[config.mk]
export PLATFORM = sky130hd
export DESIGN_NAME = setting_word_bridge
export DESIGN_NICKNAME = d
export VERILOG_FILES = /design/src/rtl/swb_pkg.sv /design/src/rtl/swb_bus_port.sv /design/src/rtl/swb_low_hold.sv /design/src/rtl/swb_emit.sv /design/src/rtl/setting_word_bridge.sv
export SDC_FILE = /design/constraint.sdc
export NUM_CORES = 1
export LEC_CHECK = 0
export BUFFER_PORTS_ARGS = -buffer_cell sky130_fd_sc_hd__buf_2
export CORE_ASPECT_RATIO = 0.7
export CORE_MARGIN = 2
export CORE_UTILIZATION = 43
export DETAILED_ROUTE_END_ITERATION = 7
export MAX_ROUTING_LAYER = met4
export PLACE_DENSITY_LB_ADDON = 0.08
export REMOVE_ABC_BUFFERS = 1
export SLEW_MARGIN = 20
export SYNTH_ARGS = -nofsm -noshare
export SYNTH_HDL_FRONTEND = slang
export SYNTH_SLANG_ARGS = --single-unit
[constraint.sdc]
create_clock -name clk_i -period 1.4 [get_ports clk_i]
set_clock_uncertainty 0.1 [all_clocks]
set_input_delay 0.21 -clock clk_i [delete_from_list [all_inputs] [get_ports clk_i]]
set_output_delay 0.21 -clock clk_i [all_outputs]
set_load 0.02 [all_outputs]
[src/rtl/swb_pkg.sv]
package swb_pkg;
  // Address bit 1 selects which half of a settings word a bus write carries.
  typedef enum logic {
    HALF_LO = 1'b0,
    HALF_HI = 1'b1
  } half_e;

  localparam int unsigned HALF_BIT = 1;
  localparam int unsigned IDX_LSB  = 2;
endpackage

[src/rtl/swb_bus_port.sv]
module swb_bus_port
  import swb_pkg::*;
#(
  parameter int unsigned SLOT_W = 7,
  parameter int unsigned DATA_W = 16,
  localparam int unsigned IDX_W = SLOT_W - IDX_LSB
) (
  input  logic              clk_i,
  input  logic              rst_ni,
  input  logic              stb_i,
  input  logic              we_i,
  input  logic [SLOT_W-1:1] adr_i,
  output logic              ack_o,
  output logic [DATA_W-1:0] dat_o,
  output logic              wr_lo_o,
  output logic              wr_hi_o,
  output logic [IDX_W-1:0]  idx_o
);
  logic  ack_q;
  logic  accept;
  half_e half;

  // A held strobe is consumed once; the cycle carrying ack is not a new access.
  assign accept = stb_i & ~ack_q;
  assign half   = half_e'(adr_i[HALF_BIT]);

  always_ff @(posedge clk_i or negedge rst_ni) begin
    if (!rst_ni) ack_q <= 1'b0;
    else         ack_q <= accept;
  end

  assign ack_o   = ack_q;
  assign dat_o   = '0;
  assign wr_lo_o = accept & we_i & (half == HALF_LO);
  assign wr_hi_o = accept & we_i & (half == HALF_HI);
  assign idx_o   = adr_i[SLOT_W-1:IDX_LSB];
endmodule

[src/rtl/swb_low_hold.sv]
module swb_low_hold #(
  parameter int unsigned DATA_W = 16
) (
  input  logic              clk_i,
  input  logic              rst_ni,
  input  logic              load_i,
  input  logic [DATA_W-1:0] dat_i,
  output logic [DATA_W-1:0] low_o
);
  logic [DATA_W-1:0] low_q;

  always_ff @(posedge clk_i or negedge rst_ni) begin
    if (!rst_ni)     low_q <= '0;
    else if (load_i) low_q <= dat_i;
  end

  assign low_o = low_q;
endmodule

[src/rtl/swb_emit.sv]
module swb_emit #(
  parameter int unsigned DATA_W     = 16,
  parameter int unsigned IDX_W      = 5,
  parameter int unsigned SET_ADDR_W = 8,
  localparam int unsigned SET_W     = 2 * DATA_W
) (
  input  logic                  clk_i,
  input  logic                  rst_ni,
  input  logic                  fire_i,
  input  logic [IDX_W-1:0]      idx_i,
  input  logic [DATA_W-1:0]     hi_i,
  input  logic [DATA_W-1:0]     lo_i,
  output logic                  stb_o,
  output logic [SET_ADDR_W-1:0] addr_o,
  output logic [SET_W-1:0]      data_o
);
  logic                  stb_q;
  logic [SET_ADDR_W-1:0] addr_q;
  logic [SET_W-1:0]      data_q;

  always_ff @(posedge clk_i or negedge rst_ni) begin
    if (!rst_ni) begin
      stb_q  <= 1'b0;
      addr_q <= '0;
      data_q <= '0;
    end else begin
      stb_q <= fire_i;
      if (fire_i) begin
        addr_q <= SET_ADDR_W'(idx_i);
        data_q <= {hi_i, lo_i};
      end
    end
  end

  assign stb_o  = stb_q;
  assign addr_o = addr_q;
  assign data_o = data_q;
endmodule

[src/rtl/setting_word_bridge.sv]
module setting_word_bridge
  import swb_pkg::*;
#(
  parameter int unsigned ADDR_W     = 11,
  parameter int unsigned DATA_W     = 16,
  parameter int unsigned SLOT_W     = 7,
  parameter int unsigned SET_ADDR_W = 8,
  localparam int unsigned IDX_W     = SLOT_W - IDX_LSB,
  localparam int unsigned SET_W     = 2 * DATA_W
) (
  input  logic                  clk_i,
  input  logic                  rst_ni,
  input  logic                  bus_stb_i,
  input  logic                  bus_we_i,
  input  logic [ADDR_W-1:0]     bus_adr_i,
  input  logic [DATA_W-1:0]     bus_dat_i,
  output logic                  bus_ack_o,
  output logic [DATA_W-1:0]     bus_dat_o,
  output logic                  set_stb_o,
  output logic [SET_ADDR_W-1:0] set_addr_o,
  output logic [SET_W-1:0]      set_data_o
);
  logic              wr_lo;
  logic              wr_hi;
  logic [IDX_W-1:0]  idx;
  logic [DATA_W-1:0] low_half;

  // Slave-select bits and the byte bit are decoded elsewhere.
  logic unused_adr_bits;
  assign unused_adr_bits = ^{bus_adr_i[ADDR_W-1:SLOT_W], bus_adr_i[0]};

  swb_bus_port #(.SLOT_W(SLOT_W), .DATA_W(DATA_W)) u_port (
    .clk_i   (clk_i),
    .rst_ni  (rst_ni),
    .stb_i   (bus_stb_i),
    .we_i    (bus_we_i),
    .adr_i   (bus_adr_i[SLOT_W-1:1]),
    .ack_o   (bus_ack_o),
    .dat_o   (bus_dat_o),
    .wr_lo_o (wr_lo),
    .wr_hi_o (wr_hi),
    .idx_o   (idx)
  );

  swb_low_hold #(.DATA_W(DATA_W)) u_hold (
    .clk_i  (clk_i),
    .rst_ni (rst_ni),
    .load_i (wr_lo),
    .dat_i  (bus_dat_i),
    .low_o  (low_half)
  );

  swb_emit #(.DATA_W(DATA_W), .IDX_W(IDX_W), .SET_ADDR_W(SET_ADDR_W)) u_emit (
    .clk_i  (clk_i),
    .rst_ni (rst_ni),
    .fire_i (wr_hi),
    .idx_i  (idx),
    .hi_i   (bus_dat_i),
    .lo_i   (low_half),
    .stb_o  (set_stb_o),
    .addr_o (set_addr_o),
    .data_o (set_data_o)
  );
endmodule

==> results.sh <==
export IMPL_ys_ff_latch=55
export IMPL_nNetsFinal=247
export IMPL_grt_max_degree=56
export IMPL_crit_required_ps=1480
export IMPL_startpoint="u_port.ack_o$_DFF_PN0_"
export IMPL_ff2ff_path_depth=3
export IMPL_io_buffers=64
export IMPL_drtAntennaViolNets=0
export IMPL_synth_cell_types=11
export IMPL_drt_total_wl_mm=4.574
export IMPL_antenna_found_initial=0
export IMPL_critPathArrivalTime_ps=1540
export IMPL_synth_area_leaders="dfrtp_1 (61%), mux2_1 (17%), mux2_4 (13%)"
export IMPL_whs_path_depth=2
export IMPL_crit_chain="and4bb_4 > clkbuf_16 > mux2_4"
export IMPL_clk_latency_ps=290
export IMPL_drive_above_1_share_pct=62.21
export IMPL_preCtsSetupSlack_ps=-40.26
export IMPL_hold_worst_slack_ps=42.88
export IMPL_fin_util_pct=58.39
export IMPL_holdPathEnd="u_emit.addr_o[4]$_DFFE_PN0P_"
export IMPL_min_path_type="in -> reg"
export IMPL_ys_warn_count=0
export IMPL_first_iter_violations=36
export IMPL_holdCritStartpoint="bus_adr_i[6]"
export IMPL_diodes=0
export IMPL_num_rows=22
export IMPL_cts_made_buffers=5
export IMPL_finalHoldViolCount=0
export IMPL_cap_violations=0
export IMPL_cts_root_buf="clkbuf_8"
export IMPL_wl_per_cell_um=15.83
export IMPL_start_util_pct=43.93
export IMPL_syn_area_per_cell_um2=16.47
export IMPL_die_y_um=64.84
export IMPL_cts_sinks=55
export IMPL_gp_congestion=0.7591
export IMPL_num_vias=1317
export IMPL_clk_pin_slew_ps=90
export IMPL_synth_top_area_share_pct=60.54
export IMPL_viasPerCell=4.557
export IMPL_grt_usage_pct=14.19
export IMPL_fin_cells=289
export IMPL_violations="negative setup slack"
export IMPL_final_setup_viol_count=49
export IMPL_h_tree_depth=2
export IMPL_grt_pass1_wl_mm=6.279
export IMPL_syn_inst=138
export IMPL_rsz0062_at_grt="yes"
export IMPL_power_mw=4.869
export IMPL_ir_worst_vdd_uv=756.6
export IMPL_design_core_area_mm2=0.005175
export IMPL_power_density_mw_per_mm2=1611
export IMPL_dieArea_mm2=0.005894
export IMPL_crit_fanout=8
export IMPL_crit_type="reg -> reg"
export IMPL_yosysSeqAreaShare_pct=60.54
export IMPL_setup_worst_path_end_class="flip-flop"
export IMPL_cpMaxStageDelayCell="dfrtp_1"
export IMPL_fin_crit_ps=1458
export IMPL_fin_ws_ps=-58.19
export IMPL_period_share_pct=104.2
export IMPL_die_width_um=90.91
export IMPL_slew_viol_final=0
export IMPL_fmax_ghz=0.6858
export IMPL_crit_path_start_kind="flip-flop"
export IMPL_r2r_slack_ps=-60
export IMPL_critPathMaxStageDelay_ps=400
export IMPL_r2r_start="u_port.ack_o$_DFF_PN0_"
export IMPL_drc=0
export IMPL_yosys_area_top_type="dfrtp_1"
export IMPL_regToRegEndpoint="u_hold.low_o[10]$_DFFE_PN0P_"
export IMPL_grt_overflow_total=0
export IMPL_hpwl_mm=2.623
export IMPL_grt_pass1_vias=1274
export IMPL_syn_area_mm2=0.002273
export IMPL_cts_tree="built"
export IMPL_fillers=443
export IMPL_io_pins=89
export IMPL_syn2layout_area_growth_pct=32.91
export IMPL_placedCellCount=271
export IMPL_cts_buffer_depth=2
export IMPL_p_leak_nw=1.614
export IMPL_status="complete, but fails checks"
export IMPL_drtPass1Iterations=4
[kinds of logic (layout without fill, tap and decap cells)]
family	after synthesis	after routing	share of synthesized area, %
buf+inv	26	87	8.695
flops	55	55	60.54
other cells	1	19	0.1649
mux	53	53	29.39
simple gates	3	3	1.211
[sequential cells by signal, summed over array words and instances (netlist names)]
signal	cells
u_hold.low_o	16
u_emit.data_o	32
u_port.ack_o	1
u_emit.addr_o	5
u_emit.stb_o	1
[worst max path at each step]
| stage | endpoint | slack (ps) | depth (start not counted) |
|---|---|---|---|
| after global routing | u_hold.low_o[4]$_DFFE_PN0P_ | -100 | 3 |
| after floorplan | u_emit.addr_o[0]$_DFFE_PN0P_ | -1640 | 2 |
| after global placement | u_hold.low_o[7]$_DFFE_PN0P_ | 5 | 3 |
| final | u_hold.low_o[10]$_DFFE_PN0P_ | -60 | 3 |
| after detailed placement | u_hold.low_o[4]$_DFFE_PN0P_ | -40 | 3 |
| after CTS | u_emit.addr_o[0]$_DFFE_PN0P_ | -50 | 3 |
[repair_timing]
action,in CTS,in global routing
pin swaps,0,0
resized for setup,8,34
gates cloned,0,5
hold buffers,1,0
setup buffers,0,4
endpoints found under the hold margin,55,0
setup endpoints to repair,53,53
[Yosys cell counts]
cell type  count
nor2b_1        1
buf_4         20
mux2_1        34
and4bb_1       1
conb_1         1
dfrtp_1       55
buf_6          3
buf_2          2
nand4b_1       1
mux2_4        19
inv_2          1
[stage by stage]
stage	instance area, um2	setup TNS, ps
after global placement	2625	0
final	3022	-1561
after global routing	3022	-3420
after floorplan	2147	-65020
after CTS	2783	-1426
after detailed placement	2625	-665.9
[report_power, final]
group	leakage (nW)	switching (mW)	internal, mW
logic	0.892	0.788	0.798
clock network	0.0612	0.476	0.579
registers	0.661	0.218	2.01
[cell type report]
class,instances,area [um2],share of cell area [%]
Timing Repair Buffer,78,554.3,18.34
Clock inverter,2,35.03,1.159
Tap cell,72,90.09,2.981
Sequential cell,55,1376,45.55
Multi-Input combinational cell,75,879.6,29.11
Inverter,1,3.754,0.1242
Clock buffer,6,82.58,2.733
[layout by cell type (no fill, tap or decap)]
cell	n
conb_1	19
nor2b_1	1
buf_12	3
buf_8	2
dfrtp_1	55
buf_6	5
clkinv_2	1
and4bb_4	1
mux2_4	48
dlygate4sd3_1	1
buf_4	1
buf_2	63
clkbuf_8	6
clkbuf_16	3
bufinv_16	1
inv_2	1
mux2_1	5
nand4b_1	1
[routing by layer]
| metal | GRT usage (%) | routed length, um | vias to the layer above |
|---|---|---|---|
| met5 | - | 0 | - |
| met4 | 2.841 | 37 | 0 |
| met3 | 3.953 | 233 | 4 |
| met2 | 24.35 | 2222 | 49 |
| met1 | 17.19 | 2080 | 677 |
| li1 | - | - | 587 |
[critical path, delay by kind of cell, from the launching register on]
kind | cells | cell delay, ps
flops | 1 | 400
simple gates | 1 | 360
buf+inv | 1 | 180
mux | 1 | 300
No activity file was read; power rests on OpenSTA's default activity.
